`config.mk`:
```
export PLATFORM = sky130hd
export DESIGN_NAME = flb_burst_seq
export DESIGN_NICKNAME = d
export VERILOG_FILES = /design/src/rtl/flb_pkg.sv /design/src/rtl/flb_capture.sv /design/src/rtl/flb_addr_step.sv /design/src/rtl/flb_word_src.sv /design/src/rtl/flb_burst_seq.sv
export SDC_FILE = /design/constraint.sdc
export NUM_CORES = 1
export LEC_CHECK = 0
export ABC_AREA = 1
export BUFFER_PORTS_ARGS = -buffer_cell sky130_fd_sc_hd__buf_4
export CAP_MARGIN = 20
export CORE_ASPECT_RATIO = 2
export CORE_MARGIN = 4
export CORE_UTILIZATION = 40
export DETAILED_ROUTE_END_ITERATION = 8
export PLACE_DENSITY_LB_ADDON = 0.1
export SYNTH_ARGS = -nofsm -noshare
export SYNTH_HDL_FRONTEND = slang
export SYNTH_SLANG_ARGS = --single-unit
```
`constraint.sdc`:
```
create_clock -name clk -period 3.81 [get_ports clk]
set_clock_uncertainty 0.05 [all_clocks]
set_input_delay 0.9525 -clock clk [delete_from_list [all_inputs] [get_ports clk]]
set_output_delay 0.9525 -clock clk [all_outputs]
set_load 0.005 [all_outputs]
```
`src/rtl/flb_pkg.sv`:
```
package flb_pkg;
  typedef enum logic [1:0] {ST_IDLE, ST_WAIT, ST_BURST} seq_state_e;
  typedef enum logic [1:0] {LEN_4, LEN_8, LEN_16, LEN_CONT} blen_e;
  typedef enum logic [1:0] {SRC_ARRAY, SRC_STATUS, SRC_IDENT, SRC_QUERY} src_e;

  typedef struct packed {
    src_e  src;
    logic  wrap;
    blen_e len;
    logic  sync_en;
  } cfg_t;

  localparam int CFG_W = $bits(cfg_t);
endpackage

```
`src/rtl/flb_capture.sv`:
```
module flb_capture (
  input  logic clk,
  input  logic rst_n,
  input  logic ce_n,
  input  logic adv_n,
  input  logic we_n,
  input  logic sync_en,
  output logic start
);
  logic held_q;

  assign start = !ce_n && !adv_n && we_n && sync_en && !held_q;

  always_ff @(posedge clk or negedge rst_n) begin
    if (!rst_n)    held_q <= 1'b0;
    else if (ce_n) held_q <= 1'b0;
    else           held_q <= !adv_n && (held_q || start);
  end

  AST_HELD_RELEASE: assert property (@(posedge clk) disable iff (!rst_n)
    (adv_n || ce_n) |=> !held_q);
endmodule

```
`src/rtl/flb_addr_step.sv`:
```
module flb_addr_step
  import flb_pkg::*;
#(
  parameter int AW = 16
) (
  input  logic [AW-1:0] cur,
  input  blen_e         len,
  input  logic          wrap,
  output logic [AW-1:0] nxt
);
  logic [AW-1:0] mask;
  logic [AW-1:0] inc;

  always_comb begin
    case (len)
      LEN_4:   mask = AW'(3);
      LEN_8:   mask = AW'(7);
      LEN_16:  mask = AW'(15);
      default: mask = '0;
    endcase
    inc = cur + AW'(1);
    if (wrap && len != LEN_CONT) nxt = (cur & ~mask) | (inc & mask);
    else                         nxt = inc;
  end
endmodule

```
`src/rtl/flb_word_src.sv`:
```
module flb_word_src
  import flb_pkg::*;
#(
  parameter int AW = 16,
  parameter int DW = 16
) (
  input  src_e          src,
  input  logic [AW-1:0] addr,
  output logic [DW-1:0] word
);
  logic [DW-1:0] lo;
  assign lo = DW'(addr[7:0]);

  always_comb begin
    case (src)
      SRC_ARRAY:  word = DW'(addr) ^ DW'(16'hC3A5);
      SRC_STATUS: word = DW'(16'h0080);
      SRC_IDENT:  word = DW'(16'h3C00) | lo;
      default:    word = DW'(16'h5100) | lo;
    endcase
  end
endmodule

```
`src/rtl/flb_burst_seq.sv`:
```
module flb_burst_seq
  import flb_pkg::*;
#(
  parameter int AW      = 16,
  parameter int DW      = 16,
  parameter int LATENCY = 3
) (
  input  logic          clk,
  input  logic          rst_n,
  input  logic          ce_n,
  input  logic          adv_n,
  input  logic          we_n,
  input  logic [AW-1:0] addr,
  input  logic [5:0]    cfg,
  output logic [DW-1:0] rd_data,
  output logic          rd_valid,
  output logic          wait_o
);
  localparam int LW = $clog2(LATENCY + 1);
  localparam int BW = 5;

  cfg_t          cfg_in, cfg_q;
  seq_state_e    st_q;
  logic [LW-1:0] lat_q;
  logic [AW-1:0] cur_q, nxt_addr;
  logic [BW-1:0] beat_q, len_words;
  logic [DW-1:0] word;
  logic          start;

  assign cfg_in = cfg_t'(cfg);

  flb_capture u_cap (
    .clk(clk), .rst_n(rst_n), .ce_n(ce_n), .adv_n(adv_n), .we_n(we_n),
    .sync_en(cfg_in.sync_en), .start(start)
  );

  flb_addr_step #(.AW(AW)) u_step (
    .cur(cur_q), .len(cfg_q.len), .wrap(cfg_q.wrap), .nxt(nxt_addr)
  );

  flb_word_src #(.AW(AW), .DW(DW)) u_src (
    .src(cfg_q.src), .addr(cur_q), .word(word)
  );

  always_comb begin
    case (cfg_q.len)
      LEN_4:   len_words = BW'(4);
      LEN_8:   len_words = BW'(8);
      default: len_words = BW'(16);
    endcase
  end

  always_ff @(posedge clk or negedge rst_n) begin
    if (!rst_n) begin
      st_q     <= ST_IDLE;
      lat_q    <= '0;
      cur_q    <= '0;
      cfg_q    <= '0;
      beat_q   <= '0;
      rd_data  <= '0;
      rd_valid <= 1'b0;
    end else if (ce_n) begin
      st_q     <= ST_IDLE;
      rd_valid <= 1'b0;
    end else if (start) begin
      st_q     <= ST_WAIT;
      lat_q    <= LW'(LATENCY - 1);
      cur_q    <= addr;
      cfg_q    <= cfg_in;
      beat_q   <= '0;
      rd_valid <= 1'b0;
    end else begin
      case (st_q)
        ST_WAIT: begin
          if (lat_q == '0) begin
            st_q     <= ST_BURST;
            rd_data  <= word;
            rd_valid <= 1'b1;
            cur_q    <= nxt_addr;
            beat_q   <= BW'(1);
          end else begin
            lat_q <= lat_q - LW'(1);
          end
        end
        ST_BURST: begin
          if (cfg_q.len != LEN_CONT && beat_q == len_words) begin
            st_q     <= ST_IDLE;
            rd_valid <= 1'b0;
          end else begin
            rd_data  <= word;
            rd_valid <= 1'b1;
            cur_q    <= nxt_addr;
            beat_q   <= beat_q + BW'(1);
          end
        end
        default: rd_valid <= 1'b0;
      endcase
    end
  end

  assign wait_o = (st_q == ST_WAIT);

  AST_WAIT_VALID_EXCL: assert property (@(posedge clk) disable iff (!rst_n)
    !(wait_o && rd_valid));
  AST_START_WAIT: assert property (@(posedge clk) disable iff (!rst_n)
    (start && !ce_n) |=> (wait_o && !rd_valid));
  AST_CE_ABORT: assert property (@(posedge clk) disable iff (!rst_n)
    ce_n |=> (!rd_valid && !wait_o));
  AST_BEAT_BOUND: assert property (@(posedge clk) disable iff (!rst_n)
    (rd_valid && cfg_q.len != LEN_CONT) |-> (beat_q <= len_words));
  AST_WRAP_BLOCK: assert property (@(posedge clk) disable iff (!rst_n)
    (st_q == ST_BURST && cfg_q.wrap && cfg_q.len == LEN_4 && !start && !ce_n)
      |-> (nxt_addr[AW-1:2] == cur_q[AW-1:2]));
  AST_NOSYNC_IDLE: assert property (@(posedge clk) disable iff (!rst_n)
    (st_q == ST_IDLE && !cfg_in.sync_en) |=> !wait_o);
endmodule

```
# Word-level counts from Yosys, hierarchy flattened

Cells that the tools add are included.

Add/sub/neg operators: 3
Eq/ne operators: 15
Multiplexer cells: 29
Bitwise logic cells: 7
Reductions and logical operators: 23

Operators by type and width:

| operator              | count |
|---|---|
| $mux 16               | 6 |
| $pmux 16 s2           | 2 |
| $pmux 16 s3           | 1 |
| $pmux 5 s2            | 2 |
| $add 16x1->16 const B | 1 |
| $and 16x16->16        | 1 |
| $and 16x4->16         | 1 |
| $not 4->16            | 1 |
| $or 16x16->16         | 1 |
| $mux 5                | 3 |
| $mux 2                | 7 |
| $pmux 4 s3            | 1 |
| $not 8->8             | 1 |
| $logic_and 1x1->1     | 7 |
| $eq 2x1->1 const B    | 3 |
| $eq 2x2->1 const B    | 3 |
| $logic_not 2->1       | 3 |
| $reduce_and 3->1      | 2 |
| $add 5x1->5 const B   | 1 |
| $eq 5x5->1            | 1 |
| $mux 1                | 5 |
| $reduce_and 5->1      | 1 |
| $ne 2x1->1 const B    | 2 |
| $ne 2x2->1 const B    | 2 |
| 15 further kinds      | 19 |

Flip-flop bits (word level): 48
Bits of input ports: 27
Output and inout bits: 18
Logic and storage cells: 87

# Depth between registers and ports, before layout

Gate-level depths: netlist of the first run.

Depth after elaboration: 9
Mapped depth: 12
Gate-level depth less buffers: 11

# Hierarchy

From an unflattened synthesis of the first run, not the netlist that was laid out.

Cells, all modules: 442
Area total of the unflattened synthesis: 3166.8 µm²

Modules (own cells, without submodules):

| module        | times used | cells each | area each (µm²) | sequential area each (µm²) |
|---|---|---|---|---|
| flb_burst_seq | 1          | 302        | 2388.5          | 1176.1 |
| flb_addr_step | 1          | 88         | 481.7           | 0.0 |
| flb_word_src  | 1          | 42         | 234.0           | 0.0 |
| flb_capture   | 1          | 10         | 62.6            | 25.0 |

# Least setup slack after synthesis of the first run

Ideal clock, no wire load.

Path kind: input to register
From: input port adv_n
To: register cur_q[12]
Library setup time: 0.116 ns
Arrival time: 1.923 ns
Data required time: 3.644 ns
Slack: 1.720 ns
Stages: 9
Path buffers: 1
Path through: nor2_2 > nand3_4 > nand3_2 > inv_2 > nor2_4 > nand4_1 > buf_4 > nand2_1 > nand2_1

Word-level cells in the longest chain between the ends: 7
Elaborated cells on any way between the ends: 10
Those cells by class: eq/ne (2); mux (1); reduce/logical (7)

RTL lines:

| element                                            | line                | source |
|---|---|---|
| start: declaration                                 | flb_burst_seq.sv:11 | `input logic adv_n,` |
| $logic_not 1->1 *                                  | flb_capture.sv:12   | `assign start = !ce_n && !adv_n && we_n && sync_en && !held_q;` |
| $logic_and 1x1->1 * (4 in a row)                   | flb_capture.sv:12   |  |
| $ne 3x2->1 (no line), or another cell as far along | -                   |  |
| $reduce_and 4->1 (no line)                         | -                   |  |
| end signal: assignment                             | flb_burst_seq.sv:68 | `cur_q <= addr;` |
| end signal: assignment                             | flb_burst_seq.sv:79 | `cur_q <= nxt_addr;` |
| end signal: assignment                             | flb_burst_seq.sv:92 | `cur_q <= nxt_addr;` |
| end: declaration                                   | flb_burst_seq.sv:25 | `logic [AW-1:0] cur_q, nxt_addr;` |

Mark *: on every way between the ends. The rest lies on a longest branch, timed or not.
A chain may end at the register's enable or synchronous reset.

# Final worst setup path of the first run

From: input port cfg[0]
To: register cur_q[0]

Word-level cells in the longest chain between the ends: 4
Elaborated cells on any way between the ends: 7
Those cells by class: eq/ne (2); mux (1); reduce/logical (4)

RTL lines:

| element                                            | line                | source |
|---|---|---|
| start: declaration                                 | flb_burst_seq.sv:14 | `input logic [5:0] cfg,` |
| $logic_and 1x1->1 * (2 in a row)                   | flb_capture.sv:12   |  |
| $ne 3x2->1 (no line), or another cell as far along | -                   |  |
| $reduce_and 4->1 (no line)                         | -                   |  |

Marked as above.

==> results of run 1 <==
==> layout make-up <==
cell class / count / area [um2]
Fill cell: 785 / 3730
Multi-Input combinational cell: 314 / 1550
Sequential cell: 48 / 1200
Timing Repair Buffer: 45 / 338
Inverter: 50 / 188
Clock buffer: 8 / 146
Tap cell: 92 / 115
==> flip-flops by register name, summed over array words and instances, names as in the netlist, named ones only <==
name / cells
cfg_q: 5
st_q: 2
beat_q: 5
lat_q: 2
cur_q: 14
u_cap.held_q: 1
rd_valid: 1
rd_data: 16
==> how the worst min path moves through the flow <==
stage,cells past startpoint,to,slack (ns),start
finish,2,rd_data[11],0.44,rd_data[11]
global route,2,rd_data[3],0.46,rd_data[3]
CTS,2,rd_data[11],0.44,rd_data[11]
detailed placement,2,rd_data[11],0.42,rd_data[11]
global placement,2,rd_data[13],0.42,rd_data[13]
floorplan,2,u_cap.held_q,0.42,u_cap.held_q
==> synth_stat cells (4+ instances only) <==
library cell  instances  share of area, %
nand3_1              17               2.8
or2_2                 4              0.84
nor2_1               24               3.0
nand4_1              10               2.1
ha_1                 14               5.9
o21ai_0              35               5.9
nand2_1             172                22
dfrtp_1              48                40
buf_4                 4               1.0
o21ai_1               9               1.5
inv_1                47               5.9
a21oi_1               5              0.84
==> logic make-up after synthesis <==
logic type	Yosys count	share of synthesized area [%]
AOI/OAI and AO/OA	55	9.69
xor gates and xnor gates	3	0.878
adders and majority gates	14	5.85
buffers and inverters	59	8.27
DFF	48	40.1
muxes	1	0.334
and+or+nand+nor	241	34.9
==> power by group through the flow <==
stage	Sequential, uW	Clock, uW	Combinational, uW
after global placement	911	0	887
after CTS	909	463	904
after floorplan	848	0	611
after detailed placement	917	0	897
after global routing	932	482	1020
final	906	453	887
==> per-stage QoR <==
step                      utilization (%)  power, uW  cells  setup slack, ns
after detailed placement             46.6       1810    549            0.887
after CTS                            48.6       2280    557             1.18
final                                48.6       2250    557             1.24
after global routing                 48.6       2430    557             1.08
after global placement               46.6       1800    549            0.911
after floorplan                         -       1460    421             1.72
==> tightest hold or removal path, stage by stage, from the launching register on <==
cell     delay (ns)
dfrtp_1        0.35
nand2_1        0.05
nand2_1        0.05
==> layer usage <==
layer	up-vias	wire, um	GRT usage [%]
met3	19	202	2.78
met2	46	4700	38.3
met1	1285	2680	16.1
met4	0	292	8.75
met5	-	0	0
li1	1420	-	-
==> impl_metrics.ini, run 1 <==
[timing]
tns_ns = 0
min_period_ns = 2.57
slew_headroom_pct = 49.3
rsz0062_at_grt = no
holdWs_ns = 0.435
final_hold_viol_count = 0
worst_pin_slew_ns = 0.756
finalMaxSlewViolations = 0
setup_viol = 0
fmax_mhz = 389
fin_crit_sh_pct = 67.4

[synth]
synth_ff_type = dfrtp_1
syn_nets = 462
synthArstFlopShare_pct = 100
seq_area_frac_synth_pct = 40.1
synth_edf_count = 0
ys_ff_latch = 48
synth_cells = 421
syn-mean-instance-area_um2 = 7.11
synthDistinctLibCells = 32
ys_warn_count = 0
synthesis.area_mm2 = 0.00299

[drt]
vias = 2770
antenna_left = 0
wl_mm = 7.88
remaining_drc_errors = 0
viasPerCell = 4.97
drt_iter0_drc = 103
first_pass_iters = 4
post_drt_wl_per_cell_um = 14.1

[setup_path]
startpoint = cfg[0]
cpLargestDelayFamily = buffers and inverters
worstPathArrival_ns = 2.75
crit_type = input port to register
r2r_end = cur_q[7]
critical_path_cell_count = 8
r2r-start = st_q[0]
startpoint_type = input port
cp_cell_sequence = buf_4 -> nand2_1 -> inv_1 -> nand3_4 -> clkinv_1 -> o21ai_0 -> nand3_1 -> nand2_1
r2r_cells = 9
slowest_stage = clkinv_1
crit_path_frequent_cell = nand2_1
cp.required_ns = 3.99
worst-path-buf-inv = 3
endpoint_kind = register
crit_path_end = cur_q[0]
max_stage_delay_ns = 0.66
reg2reg_slack_ns = 1.67
crit_fanout = 27

[layout]
design_area_mm2 = 0.00353
drive_above_1_share_pct = 14.2
final_cell_mix = 172 x nand2_1, 48 x dfrtp_1, 47 x inv_1, 45 x buf_4, 35 x o21ai_0
final_common_cell = nand2_1
final_nets = 505
diodes = 0
syn2layout_area_growth_pct = 18.0

[clock_network]
cts_buffers = 5
clk_pin_slew_ns = 0.06
cts_resized = 0
cts-hold-fix-buffers = 0
cts_tree = built
clockBufferDepth = 2
cts.sinks = 48
cts_root_buf = clkbuf_16
clkLatencyLatePin_ns = 0.29
cts_setup_buffers = 0
htree_levels = 2

[global_route]
grt_first_pass_wirelength_mm = 12.8
antenna_found_initial = 0
grt.total_usage_pct = 18.2
grt_pass1_vias = 2756
grt_start_max_net_pins = 49
overflow = 0

[power_and_ir_drop]
pwr-share-comb_pct = 39.5
switching_share_pct = 40.4
p_int_uw = 1340
ir_worst_vdd_v = 0.000412
p_sw_uw = 908
pwr-share-seq_pct = 40.3
p_per_area_mw_per_mm2 = 636
pwr-share-clk_pct = 20.2
power_leakage_uw = 0.00183

[placement]
dp_hpwl_mm = 6.15
routabilityCongestion = 0.864
post_dp_cell_area_mm2 = 0.00339
port-buffer-count = 44

[floorplan]
die_w_um = 69.2
core_area_mm2 = 0.00727
dieArea_mm2 = 0.00902
die_h_um = 130
num_rows = 44
ioPinCount = 45
start_util_pct = 41.2

[hold_path]
min_path_type = register to register

[status]
status = complete, no violations

[job]
cap_violations = 0
Note: power is estimated with default switching activity, not from simulation.
==> run 2: changes to the inputs <==
==> constraint.sdc (replaced) <==
create_clock -name clk -period 2.6 [get_ports clk]
set_clock_uncertainty 0.05 [all_clocks]
set_input_delay 0.65 -clock clk [delete_from_list [all_inputs] [get_ports clk]]
set_output_delay 0.65 -clock clk [all_outputs]
set_load 0.005 [all_outputs]
==> run 2 against run 1 <==
Net effect:
- critical path depth grew 1
- register-to-register slack lost 1.1 ns
- sequential power rose by 46%
- via count shrank 0.32%
- non-clock buffer count is 3 higher
- sequential share of layout area is 0.27 points lower
- flip-flop and latch count is the same
==> impl_metrics.ini, run 2 (synthesis results as in run 1) <==
[status]
status = complete, no violations

[drt]
vias = 2761
viasPerCell = 4.94
post_drt_wl_per_cell_um = 13.9
drt_iter0_drc = 160
first_pass_iters = 4
wl_mm = 7.78
antenna_left = 0
remaining_drc_errors = 0

[clock_network]
cts_tree = built
clkLatencyLatePin_ns = 0.29
cts.sinks = 48
cts_setup_buffers = 0
cts_resized = 0
clk_pin_slew_ns = 0.06
clockBufferDepth = 2
cts-hold-fix-buffers = 0
cts_root_buf = clkbuf_16
htree_levels = 2
cts_buffers = 5

[setup_path]
r2r_end = rd_data[7]
crit_fanout = 24
slowest_stage = dfrtp_1
startpoint_type = register
cp_cell_sequence = inv_1 -> ha_1 -> nor2_1 -> nor2_1 -> nor2_1 -> nand3_1 -> nand2_1 -> buf_4 -> o21ai_0
worst-path-buf-inv = 2
endpoint_kind = register
r2r-start = cfg_q[1]
cpLargestDelayFamily = simple AND/OR/NAND/NOR gates
crit_path_frequent_cell = nor2_1
crit_type = register to register
worstPathArrival_ns = 2.13
r2r_cells = 9
reg2reg_slack_ns = 0.59
cp.required_ns = 2.72
max_stage_delay_ns = 0.38

[placement]
dp_cells = 552
dp_hpwl_mm = 6.15
routabilityCongestion = 0.842
port-buffer-count = 44

[layout]
final.fill_count = 793
drive_above_1_share_pct = 15.0
multiInputGateArea_mm2 = 0.00155
largest_registers = rd_data x16, cur_q x14
final_common_cell = nand2_1
diodes = 0
syn2layout_area_growth_pct = 19.0
largest_reg_flops = 16
final_util_pct = 49.0
seq_area_mm2 = 0.00120
final_nets = 508
regMostFlops = rd_data
final_cell_mix = 172 x nand2_1, 48 x dfrtp_1, 48 x buf_4, 47 x inv_1, 35 x o21ai_0
final_cells = 559

[floorplan]
core_area_mm2 = 0.00727
die_h_um = 130
start_util_pct = 41.2
num_rows = 44
die_w_um = 69.2
dieArea_mm2 = 0.00902
ioPinCount = 45

[global_route]
grt_first_pass_wirelength_mm = 13.2
grt_pass1_vias = 2850
grt.total_usage_pct = 18.7
antenna_found_initial = 0
overflow = 0
grt_start_max_net_pins = 49

[timing]
final_hold_viol_count = 0
setup_viol = 0
fin_crit_sh_pct = 77.3
slew_headroom_pct = 58.1
tns_ns = 0
fmax_mhz = 498
rsz0062_at_grt = no
worst_pin_slew_ns = 0.628
holdWs_ns = 0.328
min_period_ns = 2.01
finalMaxSlewViolations = 0

[power_and_ir_drop]
ir_worst_vdd_v = 0.000371
p_per_area_mw_per_mm2 = 928
p_int_uw = 1990
pwr-share-clk_pct = 20.5
power_leakage_uw = 0.00185
switching_share_pct = 39.8
p_total_uw = 3300
p_sw_uw = 1320
pwr-share-comb_pct = 39.6
pwr-share-seq_pct = 40.0

[job]
cap_violations = 0

[hold_path]
min_path_type = input port to asynchronous set/reset pin
run 2: changes by cell type in the layout (fill, tap and decap cells not counted):
cell | previous run | this run
clkbuf_1 | 2 | 0
buf_4 | 45 | 48
clkbuf_8 | 1 | 2
run 2: worst max-delay path by stage:
stage / startpoint / end / slack, ns / cells past startpoint
floorplan: adv_n / cur_q[12] / 0.81 / 9
global placement: ce_n / cur_q[11] / 0.35 / 10
detailed placement: ce_n / cur_q[7] / 0.30 / 10
CTS: cfg_q[1] / rd_data[4] / 0.57 / 9
global route: st_q[0] / cur_q[7] / 0.40 / 10
finish: cfg_q[1] / rd_data[7] / 0.59 / 9
run 2: layout make-up:
class	count	area share, %
sequential	48	33.7
timing repair buffer	48	10.1
multi-input combinational	314	43.4
tap	92	3.23
clock buffer	7	4.29
inverter	50	5.27
run 2: per-layer routing:
layer	track usage [%]	part of all wire (%)	vias to the layer above	wire length (um)
met5	0	0	-	0
met4	8.17	2.4	0	189
met3	3.08	2.9	12	222
met2	39.1	61	43	4780
met1	17.0	33	1284	2590
li1	-	-	1422	-
run 2: through the flow:
stage | worst slack, ns | area (um2)
after CTS | 0.566 | 3560
after global placement | 0.348 | 3410
after floorplan | 0.813 | 2990
final | 0.591 | 3560
after detailed placement | 0.305 | 3410
after global routing | 0.401 | 3560
run 2: power groups by stage:
stage | Sequential [uW] | Combinational (uW) | Clock, uW
6_report | 1320 | 1310 | 677
5_1_grt | 1370 | 1520 | 721
2_1_floorplan | 1240 | 896 | 0
3_3_place_gp | 1330 | 1310 | 0
4_1_cts | 1330 | 1340 | 694
3_5_place_dp | 1340 | 1330 | 0
==> run 3: changes to the inputs <==
--- a/config.mk
+++ b/config.mk
@@ -5,7 +5,7 @@
 export SDC_FILE = /design/constraint.sdc
 export NUM_CORES = 1
 export LEC_CHECK = 0
-export ABC_AREA = 1
+export ABC_AREA = 0
 export BUFFER_PORTS_ARGS = -buffer_cell sky130_fd_sc_hd__buf_4
 export CAP_MARGIN = 20
 export CORE_ASPECT_RATIO = 2
==> constraint.sdc (replaced) <==
create_clock -name clk -period 1.94 [get_ports clk]
set_clock_uncertainty 0.05 [all_clocks]
set_input_delay 0.485 -clock clk [delete_from_list [all_inputs] [get_ports clk]]
set_output_delay 0.485 -clock clk [all_outputs]
set_load 0.005 [all_outputs]
==> run 3 against run 2 <==
Net effect:
- utilization rose by 6.6 points
- the flow now finishes with violations (negative setup slack)
- largest power group unchanged
- worst hold slack worse by 0.18 ns
- fmax decreased by 4.1%
==> impl_metrics.ini, run 3 <==
[timing]
min_period_ns = 2.09
holdWs_ns = 0.148
fmax_mhz = 478
tns_ns = -3.65
rsz0062_at_grt = yes
setup_ws_ns = -0.154
setup_viol = 37
worst_pin_slew_ns = 0.626
finalMaxSlewViolations = 0
final_hold_viol_count = 0
slew_headroom_pct = 58.3
fin_crit_sh_pct = 108

[synth]
synth_ff_type = dfrtp_1
ys_warn_count = 0
syn-mean-instance-area_um2 = 9.01
synth_common_cells = 48 x dfrtp_1, 44 x nand2_1, 32 x nor2_1
synthesis.area_mm2 = 0.00276
seq_area_frac_synth_pct = 43.6
synth_edf_count = 0
synthDistinctLibCells = 46
ys_ff_latch = 48
syn_nets = 347
synth.area.top_cells = dfrtp_1 44%, ha_1 6.4%, nand2_1 6.0%
synth_top_area_share_pct = 43.6
yosysMostFrequentCell = dfrtp_1
yosysTopAreaCell = dfrtp_1
synthArstFlopShare_pct = 100
synth_cells = 306

[floorplan]
die_h_um = 125
dieArea_mm2 = 0.00836
ioPinCount = 45
core_area_mm2 = 0.00667
start_util_pct = 41.3
die_w_um = 66.7
num_rows = 42

[placement]
post-place-ws_ns = -0.211
port-buffer-count = 44
routabilityCongestion = 0.833
dp_hpwl_mm = 5.37

[drt]
post_drt_wl_per_cell_um = 15.2
drt_iter0_drc = 77
first_pass_iters = 4
remaining_drc_errors = 0
viasPerCell = 5.23
vias = 2463
wl_mm = 7.15
antenna_left = 0

[power_and_ir_drop]
power_leakage_uw = 0.00166
ir_worst_vdd_v = 0.000561
p_per_area_mw_per_mm2 = 1030

[setup_path]
startpoint_type = register
cp.required_ns = 2.06
max_stage_delay_ns = 0.43
cp_cell_sequence = inv_2 -> ha_4 -> xnor2_1 -> a311o_2 -> nand4_4 -> buf_6 -> and2_4 -> and3_4 -> a211oi_2
crit_fanout = 8
worstPathArrival_ns = 2.22
crit_type = register to register
slowest_stage = a311o_2
endpoint_kind = register

[layout]
final_nets = 423
drive_above_1_share_pct = 31.1
diodes = 0
largest_registers = rd_data x16, cur_q x14
regMostFlops = rd_data
final_util_pct = 55.6
syn2layout_area_growth_pct = 34.6
final_common_cell = buf_4
final_cell_mix = 75 x buf_4, 48 x dfrtp_1, 43 x nand2_1, 32 x nor2_1, 16 x a21oi_1
largest_reg_flops = 16

[global_route]
grt.total_usage_pct = 18.9
antenna_found_initial = 0
grt_pass1_vias = 2654
overflow = 0
grt_first_pass_wirelength_mm = 12.1
grt_start_max_net_pins = 49

[job]
cap_violations = 0

[clock_network]
htree_levels = 2
clk_pin_slew_ns = 0.07
cts_tree = built
cts_buffers = 5
cts_root_buf = clkbuf_16
clkLatencyLatePin_ns = 0.29
clockBufferDepth = 2
cts.sinks = 48

[status]
status = finished, violations left
violations = negative setup slack

[hold_path]
min_path_type = input port to asynchronous set/reset pin
run 3: timing repair:
action,4_1_cts,5_1_grt
gates resized for setup,12,22
setup buffers,1,0
pin swaps,15,9
hold buffers,0,0
gates cloned,2,1
setup endpoints to repair,37,39
endpoints found under the hold margin,0,0
run 3: layout make-up:
cell class / instances / area, um2
Tap cell: 88 / 110
Multi-Input combinational cell: 235 / 1560
Fill cell: 643 / 2960
Clock buffer: 6 / 139
Sequential cell: 48 / 1200
Inverter: 11 / 41.3
Timing Repair Buffer: 81 / 648
Clock inverter: 2 / 15.0
run 3: worst paths after layout:
check | from | endpoint | slack [ns] | cells after the start
worst max-delay path | cfg_q[1] | beat_q[0] | -0.15 | 9
worst min-delay path | rst_n | rd_data[14] | 0.15 | 1
worst max register to register | cfg_q[1] | beat_q[0] | -0.15 | 9
worst min register to register | rd_data[6] | rd_data[6] | 0.43 | 2
max in group asynchronous | rst_n | asynchronous set/reset pin | 1.26 | 1
min in group clk | cfg[3] | cfg_q[3] | 0.33 | 3
run 3: stage by stage:
stage | total power, uW | cell area (um2) | cells
2_1_floorplan | 2200 | 2770 | 306
3_3_place_gp | 2850 | 3410 | 459
3_5_place_dp | 2880 | 3410 | 459
4_1_cts | 3830 | 3630 | 470
5_1_grt | 4110 | 3710 | 471
6_report | 3830 | 3710 | 471
run 3: logic make-up (layout without fill, tap and decap cells):
| family | Yosys count | in the layout | synth area share (%) |
|---|---|---|---|
| AO/OA/AOI/OAI | 66 | 66 | 15.2 |
| XOR/XNOR | 14 | 14 | 4.45 |
| adder cells (fa/ha/maj) | 14 | 14 | 6.36 |
| buffers and inverters | 24 | 100 | 4.04 |
| flip-flops | 48 | 48 | 43.6 |
| multiplexers | 3 | 3 | 1.09 |
| AND/OR/NAND/NOR | 137 | 138 | 25.3 |
run 3: metal layers:
layer,vias to the layer above,routed length (um),global-route usage (%)
met5,-,0,0
met4,0,242,9.70
met3,18,253,2.96
met2,52,4190,35.2
met1,1178,2470,19.0
li1,1215,-,-
run 3: critical path: cells and delay by family (launching register included):
kind / cells / cell delay [ns]
adders and majority gates: 1 / 0.18
AOI/OAI and AO/OA: 2 / 0.46
and+or+nand+nor: 3 / 0.52
xor gates and xnor gates: 1 / 0.13
DFF: 1 / 0.41
buffers and inverters: 2 / 0.22
run 3: report_power, final:
group          internal (uW)  switching (uW)  leakage, uW
combinational            741             670     0.000994
clock                    513             390    0.0000691
sequential              1300             220     0.000600
